<file path="config.mk">
export PLATFORM = sky130hd
export DESIGN_NAME = capture_timer
export DESIGN_NICKNAME = d
export VERILOG_FILES = /design/src/rtl/captmr_pkg.sv /design/src/rtl/captmr_sync.sv /design/src/rtl/captmr_prescale.sv /design/src/rtl/capture_timer.sv
export SDC_FILE = /design/constraint.sdc
export NUM_CORES = 1
export LEC_CHECK = 0
export BUFFER_PORTS_ARGS = -buffer_cell sky130_fd_sc_hd__buf_2
export CAP_MARGIN = 0
export CORE_AREA = 2 2 105 107
export DETAILED_ROUTE_END_ITERATION = 6
export DIE_AREA = 0 0 107 109
export PLACE_DENSITY = 0.81
export SYNTH_ARGS = -nofsm -noshare
export SYNTH_HDL_FRONTEND = slang
export SYNTH_SLANG_ARGS = --single-unit
</file>
<file path="constraint.sdc">
create_clock -name clk -period 2.2 [get_ports clk]
set_input_delay 0.11 -clock clk [delete_from_list [all_inputs] [get_ports clk]]
set_output_delay 0.11 -clock clk [all_outputs]
set_load 0.005 [all_outputs]
</file>
<file path="src/rtl/captmr_pkg.sv">
package captmr_pkg;
  typedef enum logic [1:0] {
    CLK_STOP  = 2'b00,
    CLK_SYS   = 2'b01,
    CLK_DIV16 = 2'b10,
    CLK_PIN   = 2'b11
  } clk_sel_e;

  typedef enum logic [1:0] {
    EDGE_OFF  = 2'b00,
    EDGE_RISE = 2'b01,
    EDGE_FALL = 2'b10,
    EDGE_BOTH = 2'b11
  } cap_edge_e;

  localparam logic [1:0] A_MODE = 2'd0;
  localparam logic [1:0] A_REF  = 2'd1;
  localparam logic [1:0] A_CAP  = 2'd2;
  localparam logic [1:0] A_CNT  = 2'd3;
endpackage

</file>
<file path="src/rtl/captmr_sync.sv">
module captmr_sync #(
  parameter int STAGES = 2
) (
  input  logic clk,
  input  logic rst_n,
  input  logic pin_i,
  output logic rise_o,
  output logic fall_o
);
  logic [STAGES:0] sh_q;

  always_ff @(posedge clk or negedge rst_n) begin
    if (!rst_n) sh_q <= '0;
    else        sh_q <= {sh_q[STAGES-1:0], pin_i};
  end

  assign rise_o = sh_q[STAGES-1] & ~sh_q[STAGES];
  assign fall_o = ~sh_q[STAGES-1] & sh_q[STAGES];

  // a detected rising edge is a single-cycle pulse
  p_rise_single_r6: assert property (@(posedge clk) disable iff (!rst_n)
    rise_o |=> !rise_o);
  // a detected falling edge is a single-cycle pulse
  p_fall_single_r7: assert property (@(posedge clk) disable iff (!rst_n)
    fall_o |=> !fall_o);
endmodule

</file>
<file path="src/rtl/captmr_prescale.sv">
module captmr_prescale #(
  parameter int DIV = 16
) (
  input  logic clk,
  input  logic rst_n,
  output logic tick_o
);
  localparam int W = (DIV > 1) ? $clog2(DIV) : 1;
  localparam logic [W-1:0] LAST = W'(DIV - 1);

  logic [W-1:0] cnt_q;

  always_ff @(posedge clk or negedge rst_n) begin
    if (!rst_n)             cnt_q <= '0;
    else if (cnt_q == LAST) cnt_q <= '0;
    else                    cnt_q <= cnt_q + 1'b1;
  end

  assign tick_o = (cnt_q == LAST);

  // a prescaler tick never lasts two cycles
  p_tick_isolated_r5: assert property (@(posedge clk) disable iff (!rst_n)
    tick_o |=> !tick_o);
endmodule

</file>
<file path="src/rtl/capture_timer.sv">
module capture_timer
  import captmr_pkg::*;
#(
  parameter int CNT_W       = 32,
  parameter int SYNC_STAGES = 2,
  parameter int PRESCALE    = 16
) (
  input  logic             clk,
  input  logic             rst_n,
  input  logic [1:0]       bus_addr,
  input  logic             bus_we,
  input  logic [CNT_W-1:0] bus_wdata,
  output logic [CNT_W-1:0] bus_rdata,
  input  logic             cap_pin
);
  localparam int MODE_W = 4;

  clk_sel_e   sel_q;
  cap_edge_e  edge_q;
  logic [CNT_W-1:0] ref_q, cap_q, cnt_q;
  logic pin_rise, pin_fall, div_tick;
  logic cnt_en, cnt_clr, cap_ev;

  captmr_sync #(.STAGES(SYNC_STAGES)) u_sync (
    .clk(clk), .rst_n(rst_n), .pin_i(cap_pin),
    .rise_o(pin_rise), .fall_o(pin_fall)
  );

  captmr_prescale #(.DIV(PRESCALE)) u_pre (
    .clk(clk), .rst_n(rst_n), .tick_o(div_tick)
  );

  always_comb begin
    unique case (sel_q)
      CLK_SYS:   cnt_en = 1'b1;
      CLK_DIV16: cnt_en = div_tick;
      CLK_PIN:   cnt_en = pin_rise;
      default:   cnt_en = 1'b0;
    endcase
  end

  always_comb begin
    cap_ev = 1'b0;
    if (sel_q != CLK_PIN) begin
      unique case (edge_q)
        EDGE_RISE: cap_ev = pin_rise;
        EDGE_FALL: cap_ev = pin_fall;
        EDGE_BOTH: cap_ev = pin_rise | pin_fall;
        default:   cap_ev = 1'b0;
      endcase
    end
  end

  assign cnt_clr = bus_we && (bus_addr == A_CNT);

  always_ff @(posedge clk or negedge rst_n) begin
    if (!rst_n) begin
      sel_q  <= CLK_STOP;
      edge_q <= EDGE_OFF;
      ref_q  <= '1;
    end else if (bus_we) begin
      if (bus_addr == A_MODE) begin
        sel_q  <= clk_sel_e'(bus_wdata[1:0]);
        edge_q <= cap_edge_e'(bus_wdata[3:2]);
      end
      if (bus_addr == A_REF) ref_q <= bus_wdata;
    end
  end

  always_ff @(posedge clk or negedge rst_n) begin
    if (!rst_n)       cnt_q <= '0;
    else if (cnt_clr) cnt_q <= '0;
    else if (cnt_en)  cnt_q <= cnt_q + 1'b1;
  end

  always_ff @(posedge clk or negedge rst_n) begin
    if (!rst_n)      cap_q <= '0;
    else if (cap_ev) cap_q <= cnt_q;
  end

  always_comb begin
    unique case (bus_addr)
      A_MODE:  bus_rdata = {{(CNT_W-MODE_W){1'b0}}, edge_q, sel_q};
      A_REF:   bus_rdata = ref_q;
      A_CAP:   bus_rdata = cap_q;
      default: bus_rdata = cnt_q;
    endcase
  end

  // a counter write leaves zero on the next cycle
  p_clear_r3: assert property (@(posedge clk) disable iff (!rst_n)
    (bus_we && bus_addr == A_CNT) |=> (cnt_q == '0));
  // system-clock source steps by one each cycle
  p_sys_step_r4: assert property (@(posedge clk) disable iff (!rst_n)
    (sel_q == CLK_SYS && !(bus_we && bus_addr == A_CNT))
      |=> (cnt_q == $past(cnt_q) + 1'b1));
  // stopped counter holds
  p_stop_hold_r4: assert property (@(posedge clk) disable iff (!rst_n)
    (sel_q == CLK_STOP && !(bus_we && bus_addr == A_CNT)) |=> $stable(cnt_q));
  // pin-clocked mode never captures
  p_pin_nocap_r8: assert property (@(posedge clk) disable iff (!rst_n)
    (sel_q == CLK_PIN) |=> $stable(cap_q));
  // capture off keeps the register
  p_edge_off_r7: assert property (@(posedge clk) disable iff (!rst_n)
    (edge_q == EDGE_OFF) |=> $stable(cap_q));
endmodule

</file>
==> flow_results.xml, run 1 <==
<?xml version="1.0" encoding="UTF-8"?>
<metrics>
  <group name="worst_setup_path">
    <metric name="critPathArrivalTime" unit="ps">2430</metric>
    <metric name="worst_setup_path_end" unit="">cnt_q[31]$_DFFE_PN0P_</metric>
    <metric name="start_kind" unit="">register</metric>
    <metric name="path_buf_inv" unit="">0</metric>
    <metric name="type_of_destination_of_the_critical_path" unit="">register</metric>
    <metric name="path_delay_family" unit="">simple AND/OR/NAND/NOR gates</metric>
    <metric name="worst_r2r_path_depth" unit="">6</metric>
    <metric name="critical_path_peak_fanout" unit="">9</metric>
    <metric name="crit_start" unit="">u_pre.cnt_q[0]$_DFF_PN0_</metric>
    <metric name="required" unit="ps">2510</metric>
    <metric name="chain_of_cells_forming_the_critical_path" unit="">ha_1 -&gt; nand3_1 -&gt; a2bb2oi_1 -&gt; or4_4 -&gt; or4_1 -&gt; a21oi_1</metric>
    <metric name="critical_path.slowest_cell" unit="">or4_4</metric>
    <metric name="worst_r2r_startpoint" unit="">u_pre.cnt_q[0]$_DFF_PN0_</metric>
    <metric name="max_stage_delay" unit="ps">580</metric>
    <metric name="worst-path-stages" unit="">6</metric>
    <metric name="timing.setup.critical_path_class" unit="">reg2reg</metric>
    <metric name="timing.rr.end" unit="">cnt_q[31]$_DFFE_PN0P_</metric>
    <metric name="r2r_setup_slack" unit="ps">70</metric>
  </group>
  <group name="final_layout">
    <metric name="final_layout_size_suffix_gt1_share" unit="%">45.4</metric>
    <metric name="mostFrequentLayoutCell" unit="">mux2_2</metric>
    <metric name="layout.cells.most_common_list" unit="">96 x mux2_2, 75 x dfrtp_1, 68 x buf_2</metric>
    <metric name="antennaDiodeCount" unit="">0</metric>
    <metric name="finalNetCount" unit="">603</metric>
    <metric name="final-instance-count-excl-fill" unit="">706</metric>
    <metric name="fillCellCount" unit="">816</metric>
    <metric name="synthToLayoutAreaGrowth" unit="%">23.4</metric>
  </group>
  <group name="route">
    <metric name="detailedRoute.firstPassIterationCount" unit="">5</metric>
    <metric name="post_drt_wl_per_cell" unit="µm">16.6</metric>
    <metric name="detail_route.vias_per_cell" unit="">5.58</metric>
    <metric name="postRouteWirelength" unit="µm">11700</metric>
    <metric name="drt_drc_violations_left" unit="">0</metric>
    <metric name="detail_route.iter0.violations" unit="">314</metric>
    <metric name="route.antenna.remaining_nets" unit="">0</metric>
    <metric name="detailroute.via_count" unit="">3943</metric>
  </group>
  <group name="clocking">
    <metric name="cts-root-to-sink-buffers" unit="">2</metric>
    <metric name="tritoncts" unit="">yes</metric>
    <metric name="insertion_delay" unit="ps">370</metric>
    <metric name="clkSlewWorstSetupHoldPaths" unit="ps">100</metric>
    <metric name="numCtsBuffers" unit="">9</metric>
    <metric name="h-tree-depth" unit="">3</metric>
    <metric name="cts_root_buffer" unit="">clkbuf_8</metric>
    <metric name="clock_sink_count" unit="">107</metric>
  </group>
  <group name="pwr">
    <metric name="power.leakage" unit="nW">3.02</metric>
    <metric name="irDropWorstVdd" unit="V">0.000408</metric>
    <metric name="total_power" unit="mW">4.55</metric>
    <metric name="power_density" unit="nW/µm²">691</metric>
  </group>
  <group name="global_route">
    <metric name="first_pass_grt_wire_length" unit="µm">19600</metric>
    <metric name="globalRouteOverflowTotal" unit="">0</metric>
    <metric name="grt_pass1_vias" unit="">3960</metric>
    <metric name="grt_antenna_before_repair" unit="">0</metric>
    <metric name="grt_max_degree" unit="">51</metric>
    <metric name="track_usage" unit="%">21.6</metric>
  </group>
  <group name="placed_design">
    <metric name="routabilityCongestion" unit="">0.899</metric>
    <metric name="hpwl" unit="µm">8190</metric>
    <metric name="place.detailed.instances" unit="">656</metric>
    <metric name="port_buffers" unit="">69</metric>
  </group>
  <group name="logic_synthesis">
    <metric name="synthesized_cell_area" unit="µm²">5340</metric>
    <metric name="synthMuxAreaShare" unit="%">22.3</metric>
    <metric name="fraction_of_the_mapped_netlist_area_in_compound_gates" unit="%">7.07</metric>
    <metric name="yosys.area_share.simple" unit="%">12.3</metric>
    <metric name="synth_area_per_cell" unit="µm²">12.1</metric>
    <metric name="synth-adder-area-share" unit="%">0.937</metric>
    <metric name="synth_cell_types" unit="">42</metric>
    <metric name="cell_count_after_synthesis" unit="">442</metric>
    <metric name="syn_nets" unit="">484</metric>
    <metric name="yosys.area_share.xor_xnor" unit="%">3.93</metric>
    <metric name="ys_seq_elements" unit="">107</metric>
    <metric name="yosysWarningCount" unit="">0</metric>
    <metric name="synth.yosys.seq_area_share" unit="%">50.9</metric>
    <metric name="synth_top_family_by_area" unit="">multiplexers</metric>
  </group>
  <group name="flow_run">
    <metric name="drv_cap" unit="">0</metric>
  </group>
  <group name="floorplanning">
    <metric name="io-pin-count" unit="">70</metric>
    <metric name="area_of_the_core_region" unit="µm²">10600</metric>
    <metric name="floorplan.die.width" unit="µm">107</metric>
    <metric name="initial_utilization" unit="%">50.4</metric>
    <metric name="fp.dieArea" unit="µm²">11700</metric>
    <metric name="chipHeight" unit="µm">109</metric>
    <metric name="number_of_placement_rows" unit="">38</metric>
  </group>
  <group name="sta">
    <metric name="timing.final.crit_share" unit="%">96.7</metric>
    <metric name="timing.final.hold_violations" unit="">0</metric>
    <metric name="max_freq" unit="GHz">0.470</metric>
    <metric name="finalSetupTns" unit="ps">0</metric>
    <metric name="slew_violations" unit="">0</metric>
    <metric name="tightestPinTransition" unit="ps">594</metric>
    <metric name="timing.final.crit_period" unit="ps">2130</metric>
    <metric name="timing.slew.headroom" unit="%">60.4</metric>
    <metric name="finClkSkew" unit="ps">6.72</metric>
    <metric name="setup_viol" unit="">0</metric>
    <metric name="grt_setup_unrepaired" unit="">false</metric>
  </group>
  <group name="hold_path">
    <metric name="timing.hold.worst.class" unit="">in2async</metric>
  </group>
  <group name="run_status">
    <metric name="outcome" unit="">finished, final reports clean</metric>
  </group>
</metrics>
-- final cells by class --
type,count,area (µm²),share of cell area (%)
flip-flops and latches,107,2720,41.2
multi-input cells,302,2490,37.8
repair buffers,137,968,14.7
well taps,140,175,2.66
clock buffers,12,155,2.35
clock inverters,4,72.6,1.10
inverters,4,15.0,0.228
-- metrics by stage --
| stage | util, % | worst slack (ps) | cell area [µm²] | hold WS (ps) |
|---|---|---|---|---|
| after detailed placement | 56.8 | 93.9 | 6030 | 57.0 |
| after floorplan | - | 47.8 | 5340 | -186 |
| after CTS | 62.2 | 76.2 | 6600 | 186 |
| after global placement | 56.8 | 142 | 6030 | 48.7 |
| after global routing | 62.2 | 0.517 | 6600 | 204 |
| final | 62.2 | 73.5 | 6600 | 192 |
-- what timing repair did --
action,4_1_cts,5_1_grt
gates resized for setup,0,0
hold endpoints to repair,63,0
hold buffers,34,0
buffers inserted,0,0
-- cells in the mapped netlist --
cell type	number	area share, %
o31ai_1	2	0.28
o31a_1	1	0.16
and2_1	3	0.35
mux2i_1	2	0.37
and3_4	1	0.21
a22o_1	28	4.6
o31a_2	1	0.19
inv_1	4	0.28
a21oi_1	8	0.75
or3_1	2	0.23
nand2b_1	4	0.47
buf_1	7	0.49
and3_1	7	0.82
nand3_4	1	0.33
and3_2	1	0.14
mux2_2	96	20
or4_4	1	0.21
o2bb2ai_1	1	0.16
or4_1	2	0.28
mux4_2	4	1.7
nor3b_1	2	0.28
xnor2_1	20	3.3
nor4_1	12	1.4
a31oi_1	1	0.12
o21ai_0	4	0.37
nor3_1	8	0.75
dfrtp_1	75	35
ha_1	4	0.94
buf_2	2	0.19
nand2_1	20	1.4
a2bb2oi_1	1	0.16
buf_6	2	0.42
nand3_1	13	1.2
and2_0	1	0.12
nand4_1	13	1.5
nor2_1	28	2.0
xor2_1	4	0.66
o21a_1	2	0.28
clkbuf_1	18	1.3
nor2b_1	2	0.23
and4_1	2	0.33
dfstp_2	32	16
-- state kept, by name (all words and copies together), names as in the netlist --
register	flops
u_pre.cnt_q	4
sel_q	2
cnt_q	32
ref_q	32
edge_q	2
u_sync.sh_q	3
cap_q	32
-- worst min path at each step --
stage / startpoint / endpoint / cells past startpoint
final: rst_n / edge_q[1]$_DFFE_PN0P_ / 2
after global placement: rst_n / cap_q[2]$_DFFE_PN0P_ / 1
after floorplan: rst_n / cap_q[0]$_DFFE_PN0P_ / 0
after CTS: rst_n / cap_q[2]$_DFFE_PN0P_ / 2
after global routing: rst_n / edge_q[1]$_DFFE_PN0P_ / 2
after detailed placement: rst_n / cap_q[2]$_DFFE_PN0P_ / 1
-- routing by layer --
layer  global-route usage [%]  vias to the layer above  share of wire, %  wire length, µm
met3                     3.89                       20               4.6              537
met1                     29.1                     1978                44             5210
met4                     7.79                        0               1.6              191
met5                        0                        -                 0                0
li1                         -                     1846                 -                -
met2                     35.3                       99                49             5780
-- kinds of logic (layout without fill, tap and decap cells) --
logic type | after synthesis | in the layout
mux | 102 | 102
buf+inv | 33 | 157
xor+xnor | 24 | 24
fa+ha+maj | 4 | 4
flops | 107 | 107
compound gates | 49 | 49
simple gates | 123 | 123
-- power by group --
| group | internal (mW) | switching [mW] | leakage (nW) |
|---|---|---|---|
| combinational | 0.453 | 0.377 | 1.55 |
| sequential | 2.24 | 0.130 | 1.36 |
| clock | 0.702 | 0.648 | 0.113 |
| total | 3.40 | 1.16 | 3.02 |
-- worst reg2reg max path, delay by kind of cell (launching register included) --
kind	cells	cell delay (ps)
adder cells (fa/ha/maj)	1	180
AO/OA/AOI/OAI	2	320
flip-flops	1	400
AND/OR/NAND/NOR	3	1160
No activity file was read; power rests on OpenSTA's default activity.
==> run 2, diff against run 1 <==
--- a/config.mk
+++ b/config.mk
@@ -11,6 +11,7 @@
 export DETAILED_ROUTE_END_ITERATION = 6
 export DIE_AREA = 0 0 107 109
 export PLACE_DENSITY = 0.81
+export SLEW_MARGIN = 20
 export SYNTH_ARGS = -nofsm -noshare
 export SYNTH_HDL_FRONTEND = slang
 export SYNTH_SLANG_ARGS = --single-unit
==> constraint.sdc (replaced) <==
create_clock -name clk -period 2.2 [get_ports clk]
set_input_delay 0.55 -clock clk [delete_from_list [all_inputs] [get_ports clk]]
set_output_delay 0.55 -clock clk [all_outputs]
set_load 0.005 [all_outputs]
==> run 2 against run 1 <==
Against the previous run:
- first-iteration DRC count decreased by 36%
- die area unchanged
- core utilization down 2.7 points
- flip-flop and latch count unchanged
- largest power group unchanged
- highest routed layer unchanged
==> flow_results.xml, run 2 (synthesized netlist as in run 1, its figures left out) <==
<?xml version="1.0" encoding="UTF-8"?>
<metrics>
  <group name="placed_design">
    <metric name="pre_cts_slack" unit="ps">31.2</metric>
    <metric name="hpwl" unit="µm">8290</metric>
    <metric name="place.detailed.instances" unit="">660</metric>
    <metric name="port_buffers" unit="">69</metric>
    <metric name="routabilityCongestion" unit="">0.864</metric>
    <metric name="dp_area" unit="µm²">6110</metric>
  </group>
  <group name="final_layout">
    <metric name="antennaDiodeCount" unit="">0</metric>
    <metric name="postLayoutCellArea" unit="µm²">6310</metric>
    <metric name="largestRegisters" unit="">cap_q: 32 flops, cnt_q: 32 flops, ref_q: 32 flops</metric>
    <metric name="final-instance-count-excl-fill" unit="">678</metric>
    <metric name="finalNetCount" unit="">575</metric>
    <metric name="final_layout_size_suffix_gt1_share" unit="%">48.3</metric>
    <metric name="post-route-util" unit="%">59.5</metric>
    <metric name="synthToLayoutAreaGrowth" unit="%">18.0</metric>
    <metric name="mostFrequentLayoutCell" unit="">mux2_2</metric>
    <metric name="layout.cells.most_common_list" unit="">96 x mux2_2, 75 x dfrtp_1, 67 x buf_2</metric>
  </group>
  <group name="worst_setup_path">
    <metric name="critical_path_peak_fanout" unit="">15</metric>
    <metric name="critPathArrivalTime" unit="ps">1580</metric>
    <metric name="path_delay_family" unit="">buffers and inverters</metric>
    <metric name="type_of_destination_of_the_critical_path" unit="">output port</metric>
    <metric name="path_buf_inv" unit="">3</metric>
    <metric name="chain_of_cells_forming_the_critical_path" unit="">clkbuf_4 -&gt; buf_12 -&gt; mux2_2 -&gt; a22o_1 -&gt; buf_2</metric>
    <metric name="max_stage_delay" unit="ps">350</metric>
    <metric name="timing.setup.critical_path_class" unit="">in2out</metric>
    <metric name="required" unit="ps">1650</metric>
    <metric name="start_kind" unit="">input port</metric>
    <metric name="critical_path.slowest_cell" unit="">mux2_2</metric>
  </group>
  <group name="route">
    <metric name="route.antenna.remaining_nets" unit="">0</metric>
    <metric name="detail_route.vias_per_cell" unit="">5.53</metric>
    <metric name="detailroute.via_count" unit="">3749</metric>
    <metric name="detailedRoute.firstPassIterationCount" unit="">4</metric>
    <metric name="detail_route.iter0.violations" unit="">201</metric>
    <metric name="drt_drc_violations_left" unit="">0</metric>
    <metric name="postRouteWirelength" unit="µm">11900</metric>
    <metric name="post_drt_wl_per_cell" unit="µm">17.5</metric>
  </group>
  <group name="clocking">
    <metric name="cts_root_buffer" unit="">clkbuf_8</metric>
    <metric name="numCtsBuffers" unit="">9</metric>
    <metric name="tritoncts" unit="">yes</metric>
    <metric name="clkSlewWorstSetupHoldPaths" unit="ps">110</metric>
    <metric name="insertion_delay" unit="ps">400</metric>
    <metric name="cts-root-to-sink-buffers" unit="">2</metric>
    <metric name="clock_sink_count" unit="">107</metric>
    <metric name="h-tree-depth" unit="">3</metric>
  </group>
  <group name="sta">
    <metric name="timing.final.hold_violations" unit="">0</metric>
    <metric name="timing.slew.headroom" unit="%">59.0</metric>
    <metric name="worst_hold_slack" unit="ps">112</metric>
    <metric name="finClkSkew" unit="ps">19.5</metric>
    <metric name="slew_violations" unit="">0</metric>
    <metric name="max_freq" unit="GHz">0.469</metric>
    <metric name="tightestPinTransition" unit="ps">609</metric>
    <metric name="timing.final.crit_period" unit="ps">2130</metric>
    <metric name="setup_viol" unit="">0</metric>
    <metric name="timing.final.crit_share" unit="%">96.9</metric>
    <metric name="grt_setup_unrepaired" unit="">false</metric>
    <metric name="final_critical_path_setup_slack" unit="ps">69.2</metric>
    <metric name="finalSetupTns" unit="ps">0</metric>
  </group>
  <group name="floorplanning">
    <metric name="chipHeight" unit="µm">109</metric>
    <metric name="floorplan.die.width" unit="µm">107</metric>
    <metric name="number_of_placement_rows" unit="">38</metric>
    <metric name="fp.dieArea" unit="µm²">11700</metric>
    <metric name="initial_utilization" unit="%">50.4</metric>
    <metric name="io-pin-count" unit="">70</metric>
    <metric name="area_of_the_core_region" unit="µm²">10600</metric>
  </group>
  <group name="global_route">
    <metric name="first_pass_grt_wire_length" unit="µm">19400</metric>
    <metric name="grt_max_degree" unit="">41</metric>
    <metric name="grt_antenna_before_repair" unit="">0</metric>
    <metric name="globalRouteOverflowTotal" unit="">0</metric>
    <metric name="track_usage" unit="%">21.5</metric>
    <metric name="grt_pass1_vias" unit="">3829</metric>
  </group>
  <group name="pwr">
    <metric name="irDropWorstVdd" unit="V">0.000459</metric>
    <metric name="power.leakage" unit="nW">2.91</metric>
    <metric name="power_density" unit="nW/µm²">678</metric>
    <metric name="total_power" unit="mW">4.27</metric>
  </group>
  <group name="run_status">
    <metric name="outcome" unit="">finished, final reports clean</metric>
  </group>
  <group name="hold_path">
    <metric name="timing.hold.worst.class" unit="">in2async</metric>
  </group>
  <group name="flow_run">
    <metric name="drv_cap" unit="">0</metric>
  </group>
</metrics>
==> run 2: final timing paths <==
| check | startpoint | to | slack [ps] | cells after the start |
|---|---|---|---|---|
| min in group clk | cap_pin | u_sync.sh_q[0]$_DFF_PN0_ | 270 | 1 |
| setup / recovery | bus_addr[0] | bus_rdata[5] | 70 | 5 |
| setup reg to reg | u_pre.cnt_q[1]$_DFF_PN0_ | cnt_q[31]$_DFFE_PN0P_ | 110 | 6 |
| max in group asynchronous | rst_n | ref_q[28]$_DFFE_PN1P_ | 1420 | 2 |
| hold / removal | rst_n | cnt_q[16]$_DFFE_PN0P_ | 110 | 1 |
| hold reg to reg | u_sync.sh_q[0]$_DFF_PN0_ | u_sync.sh_q[1]$_DFF_PN0_ | 370 | 0 |
==> run 2: final cells by class <==
type                            count  area [µm²]
Sequential cell                   107        2720
Clock buffer                       14         153
Fill cell                         849        4300
Multi-Input combinational cell    302        2490
Tap cell                          140         175
Clock inverter                      2        12.5
Inverter                            4        15.0
Timing Repair Buffer              109         743
==> run 2: report_power, final <==
group | switching [mW] | total, mW | leakage [nW] | internal, mW
registers | 0.132 | 2.38 | 1.36 | 2.24
clock network | 0.650 | 1.09 | 0.0807 | 0.444
logic | 0.373 | 0.803 | 1.47 | 0.431
total | 1.15 | 4.27 | 2.91 | 3.12
==> run 2: timing repair <==
item                       CTS  global route
setup buffers                1             0
pin swaps                    0             1
cloned                       0             1
hold buffers                 0             0
resized for setup            0             1
setup endpoints to repair    1             3
==> run 2: metal layers <==
metal	vias up	wire, µm	part of all wire, %	global-route usage, %
met5	-	0	0	0
met4	0	234	2.0	5.38
met3	15	450	3.8	5.26
met2	81	5730	48	35.2
met1	1857	5470	46	29.2
li1	1796	-	-	-
==> run 2: worst reg2reg max path, cell delays in order, from the launching register on <==
cell       delay, ps
dfrtp_1          390
ha_1             200
nand3_1          100
a2bb2oi_1        200
or4_4            500
or4_1            500
a21oi_1          150
==> run 3, diff against run 2 <==
--- a/config.mk
+++ b/config.mk
@@ -5,11 +5,12 @@
 export SDC_FILE = /design/constraint.sdc
 export NUM_CORES = 1
 export LEC_CHECK = 0
+export ABC_AREA = 1
 export BUFFER_PORTS_ARGS = -buffer_cell sky130_fd_sc_hd__buf_2
 export CAP_MARGIN = 0
-export CORE_AREA = 2 2 105 107
+export CORE_AREA = 2 2 106 108
 export DETAILED_ROUTE_END_ITERATION = 6
-export DIE_AREA = 0 0 107 109
+export DIE_AREA = 0 0 108 110
 export PLACE_DENSITY = 0.81
 export SLEW_MARGIN = 20
 export SYNTH_ARGS = -nofsm -noshare
==> run 3 against run 2 <==
Against the previous run:
- routed wire length is 5.5% higher
- clock power grew 16%
- critical path depth increased by 3
==> flow_results.xml, run 3 <==
<?xml version="1.0" encoding="UTF-8"?>
<metrics>
  <group name="run_status">
    <metric name="outcome" unit="">finished, final reports clean</metric>
  </group>
  <group name="sta">
    <metric name="finalSetupTns" unit="ps">0</metric>
    <metric name="max_freq" unit="GHz">0.491</metric>
    <metric name="finClkSkew" unit="ps">10.7</metric>
    <metric name="timing.slew.headroom" unit="%">70.0</metric>
    <metric name="grt_setup_unrepaired" unit="">false</metric>
    <metric name="timing.final.crit_period" unit="ps">2040</metric>
    <metric name="timing.final.crit_share" unit="%">92.6</metric>
    <metric name="timing.final.hold_violations" unit="">0</metric>
    <metric name="setup_viol" unit="">0</metric>
    <metric name="tightestPinTransition" unit="ps">450</metric>
    <metric name="slew_violations" unit="">0</metric>
  </group>
  <group name="final_layout">
    <metric name="antennaDiodeCount" unit="">0</metric>
    <metric name="layout.cells.most_common_list" unit="">201 x nand2_1, 75 x dfrtp_1, 70 x nor2_1</metric>
    <metric name="finalNetCount" unit="">764</metric>
    <metric name="largestRegisters" unit="">cap_q: 32 flops, cnt_q: 32 flops, ref_q: 32 flops</metric>
    <metric name="final_layout_size_suffix_gt1_share" unit="%">20.5</metric>
    <metric name="fillCellCount" unit="">872</metric>
    <metric name="synthToLayoutAreaGrowth" unit="%">14.0</metric>
    <metric name="postLayoutCellArea" unit="µm²">6200</metric>
    <metric name="mostFrequentLayoutCell" unit="">nand2_1</metric>
  </group>
  <group name="global_route">
    <metric name="first_pass_grt_wire_length" unit="µm">20600</metric>
    <metric name="met3_usage_grt" unit="%">2.59</metric>
    <metric name="grt-busiest-layer" unit="">met2</metric>
    <metric name="grt_pass1_vias" unit="">4407</metric>
    <metric name="track_usage" unit="%">21.9</metric>
    <metric name="globalRouteOverflowTotal" unit="">0</metric>
    <metric name="grt_max_degree" unit="">65</metric>
    <metric name="met1_usage" unit="%">29.8</metric>
    <metric name="grt_antenna_before_repair" unit="">0</metric>
    <metric name="use_met2" unit="%">36.2</metric>
  </group>
  <group name="clocking">
    <metric name="clkSlewWorstSetupHoldPaths" unit="ps">100</metric>
    <metric name="insertion_delay" unit="ps">380</metric>
    <metric name="cts_setup_buffers" unit="">0</metric>
    <metric name="tritoncts" unit="">yes</metric>
    <metric name="cts-root-to-sink-buffers" unit="">2</metric>
    <metric name="cts_root_buffer" unit="">clkbuf_8</metric>
    <metric name="ctsHoldBuffers" unit="">0</metric>
    <metric name="numCtsBuffers" unit="">9</metric>
    <metric name="clock_sink_count" unit="">107</metric>
    <metric name="h-tree-depth" unit="">3</metric>
    <metric name="post_cts.resized_instances" unit="">0</metric>
  </group>
  <group name="logic_synthesis">
    <metric name="syn_nets" unit="">697</metric>
    <metric name="cell_count_after_synthesis" unit="">655</metric>
    <metric name="yosysWarningCount" unit="">0</metric>
    <metric name="yosys-top-cells-area" unit="">dfrtp_1 34%, dfstp_2 15%, nand2_1 14%</metric>
    <metric name="synth.yosys.seq_area_share" unit="%">49.9</metric>
    <metric name="synth.largest_area_cell" unit="">dfrtp_1</metric>
    <metric name="async_flop_share" unit="%">100</metric>
    <metric name="yosysMostFrequentCell" unit="">nand2_1</metric>
    <metric name="synthesized_cell_area" unit="µm²">5440</metric>
    <metric name="synth_area_per_cell" unit="µm²">8.31</metric>
    <metric name="synth-main-ff-cell" unit="">dfrtp_1</metric>
    <metric name="synth-edff-count" unit="">0</metric>
    <metric name="synth_top_area_share" unit="%">34.5</metric>
    <metric name="synth_commonest_cells" unit="">201 x nand2_1, 75 x dfrtp_1, 70 x nor2_1, 58 x o21ai_0, 53 x inv_1</metric>
    <metric name="ys_seq_elements" unit="">107</metric>
    <metric name="synth_cell_types" unit="">32</metric>
  </group>
  <group name="route">
    <metric name="detailroute.via_count" unit="">4757</metric>
    <metric name="drt_drc_violations_left" unit="">0</metric>
    <metric name="route.antenna.remaining_nets" unit="">0</metric>
    <metric name="detailedRoute.firstPassIterationCount" unit="">5</metric>
    <metric name="postRouteWirelength" unit="µm">12500</metric>
    <metric name="detail_route.vias_per_cell" unit="">5.49</metric>
    <metric name="detail_route.iter0.violations" unit="">476</metric>
    <metric name="post_drt_wl_per_cell" unit="µm">14.5</metric>
  </group>
  <group name="placed_design">
    <metric name="hpwl" unit="µm">9280</metric>
    <metric name="port_buffers" unit="">69</metric>
    <metric name="routabilityCongestion" unit="">0.955</metric>
    <metric name="dp_area" unit="µm²">5990</metric>
  </group>
  <group name="worst_setup_path">
    <metric name="chain_of_cells_forming_the_critical_path" unit="">buf_2 -&gt; inv_1 -&gt; nand2_1 -&gt; inv_2 -&gt; buf_12 -&gt; nand2_1 -&gt; o211ai_1 -&gt; buf_2</metric>
    <metric name="path_buf_inv" unit="">5</metric>
    <metric name="max_stage_delay" unit="ps">180</metric>
    <metric name="type_of_destination_of_the_critical_path" unit="">output port</metric>
    <metric name="path_delay_family" unit="">buffers and inverters</metric>
    <metric name="worst-path-stages" unit="">8</metric>
    <metric name="timing.setup.critical_path_class" unit="">in2out</metric>
    <metric name="critical_path_peak_fanout" unit="">28</metric>
    <metric name="r2r_setup_slack" unit="ps">400</metric>
    <metric name="critPathArrivalTime" unit="ps">1490</metric>
    <metric name="worst_r2r_startpoint" unit="">u_pre.cnt_q[0]$_DFF_PN0_</metric>
    <metric name="start_kind" unit="">input port</metric>
    <metric name="timing.rr.end" unit="">cnt_q[19]$_DFFE_PN0P_</metric>
    <metric name="critical_path.slowest_cell" unit="">buf_12</metric>
    <metric name="worst_r2r_path_depth" unit="">10</metric>
    <metric name="required" unit="ps">1650</metric>
  </group>
  <group name="pwr">
    <metric name="total_power" unit="mW">4.26</metric>
    <metric name="irDropWorstVdd" unit="V">0.000305</metric>
    <metric name="power_density" unit="nW/µm²">686</metric>
    <metric name="power.leakage" unit="nW">2.73</metric>
  </group>
  <group name="floorplanning">
    <metric name="initial_utilization" unit="%">50.9</metric>
    <metric name="area_of_the_core_region" unit="µm²">10700</metric>
    <metric name="number_of_placement_rows" unit="">38</metric>
    <metric name="floorplan.die.width" unit="µm">108</metric>
    <metric name="fp.dieArea" unit="µm²">11900</metric>
    <metric name="io-pin-count" unit="">70</metric>
    <metric name="chipHeight" unit="µm">110</metric>
  </group>
  <group name="flow_run">
    <metric name="drv_cap" unit="">0</metric>
  </group>
  <group name="hold_path">
    <metric name="timing.hold.worst.class" unit="">in2async</metric>
  </group>
</metrics>
-- run 3: metal layers --
layer  vias to the layer above  wire, µm
met5                         -         0
met4                         0       204
met3                        21       838
met2                       193      5890
met1                      2267      5610
li1                       2276         -
-- run 3: how the worst max path moves through the flow --
stage | startpoint | end | slack, ps
finish | bus_addr[0] | bus_rdata[30] | 160
global route | bus_addr[0] | bus_rdata[30] | 50
CTS | bus_addr[0] | bus_rdata[30] | 110
detailed placement | bus_addr[0] | bus_rdata[30] | 110
global placement | bus_addr[0] | bus_rdata[30] | 170
floorplan | bus_addr[0] | bus_rdata[10] | 340
-- run 3: area by class of cell --
type | instances | area [µm²] | area share, %
clock buffers | 13 | 169 | 2.72
clock inverters | 3 | 45.0 | 0.726
inverters | 54 | 203 | 3.27
multi-input cells | 471 | 2400 | 38.6
flip-flops and latches | 107 | 2720 | 43.8
well taps | 140 | 175 | 2.82
repair buffers | 79 | 498 | 8.03
-- run 3: logic make-up after synthesis --
group	after synthesis	share of synthesized area [%]
AO/OA/AOI/OAI	105	11.3
XOR/XNOR	2	0.322
adder cells (fa/ha/maj)	4	0.920
buffers and inverters	77	6.05
flip-flops	107	49.9
multiplexers	28	5.79
AND/OR/NAND/NOR	332	25.7
-- run 3: through the flow --
step | utilization (%) | setup WS, ps | std cells | hold WS, ps
after global placement | 56.0 | 170 | 851 | 340
after floorplan | - | 340 | 655 | 254
after detailed placement | 56.0 | 112 | 851 | 339
after CTS | 58.0 | 107 | 867 | 82.6
final | 58.0 | 163 | 867 | 84.1
after global routing | 58.0 | 52.6 | 867 | 110
-- run 3: where the power goes --
group | internal, mW | switching, mW
Clock | 0.620 | 0.637
Combinational | 0.263 | 0.389
Sequential | 2.22 | 0.123
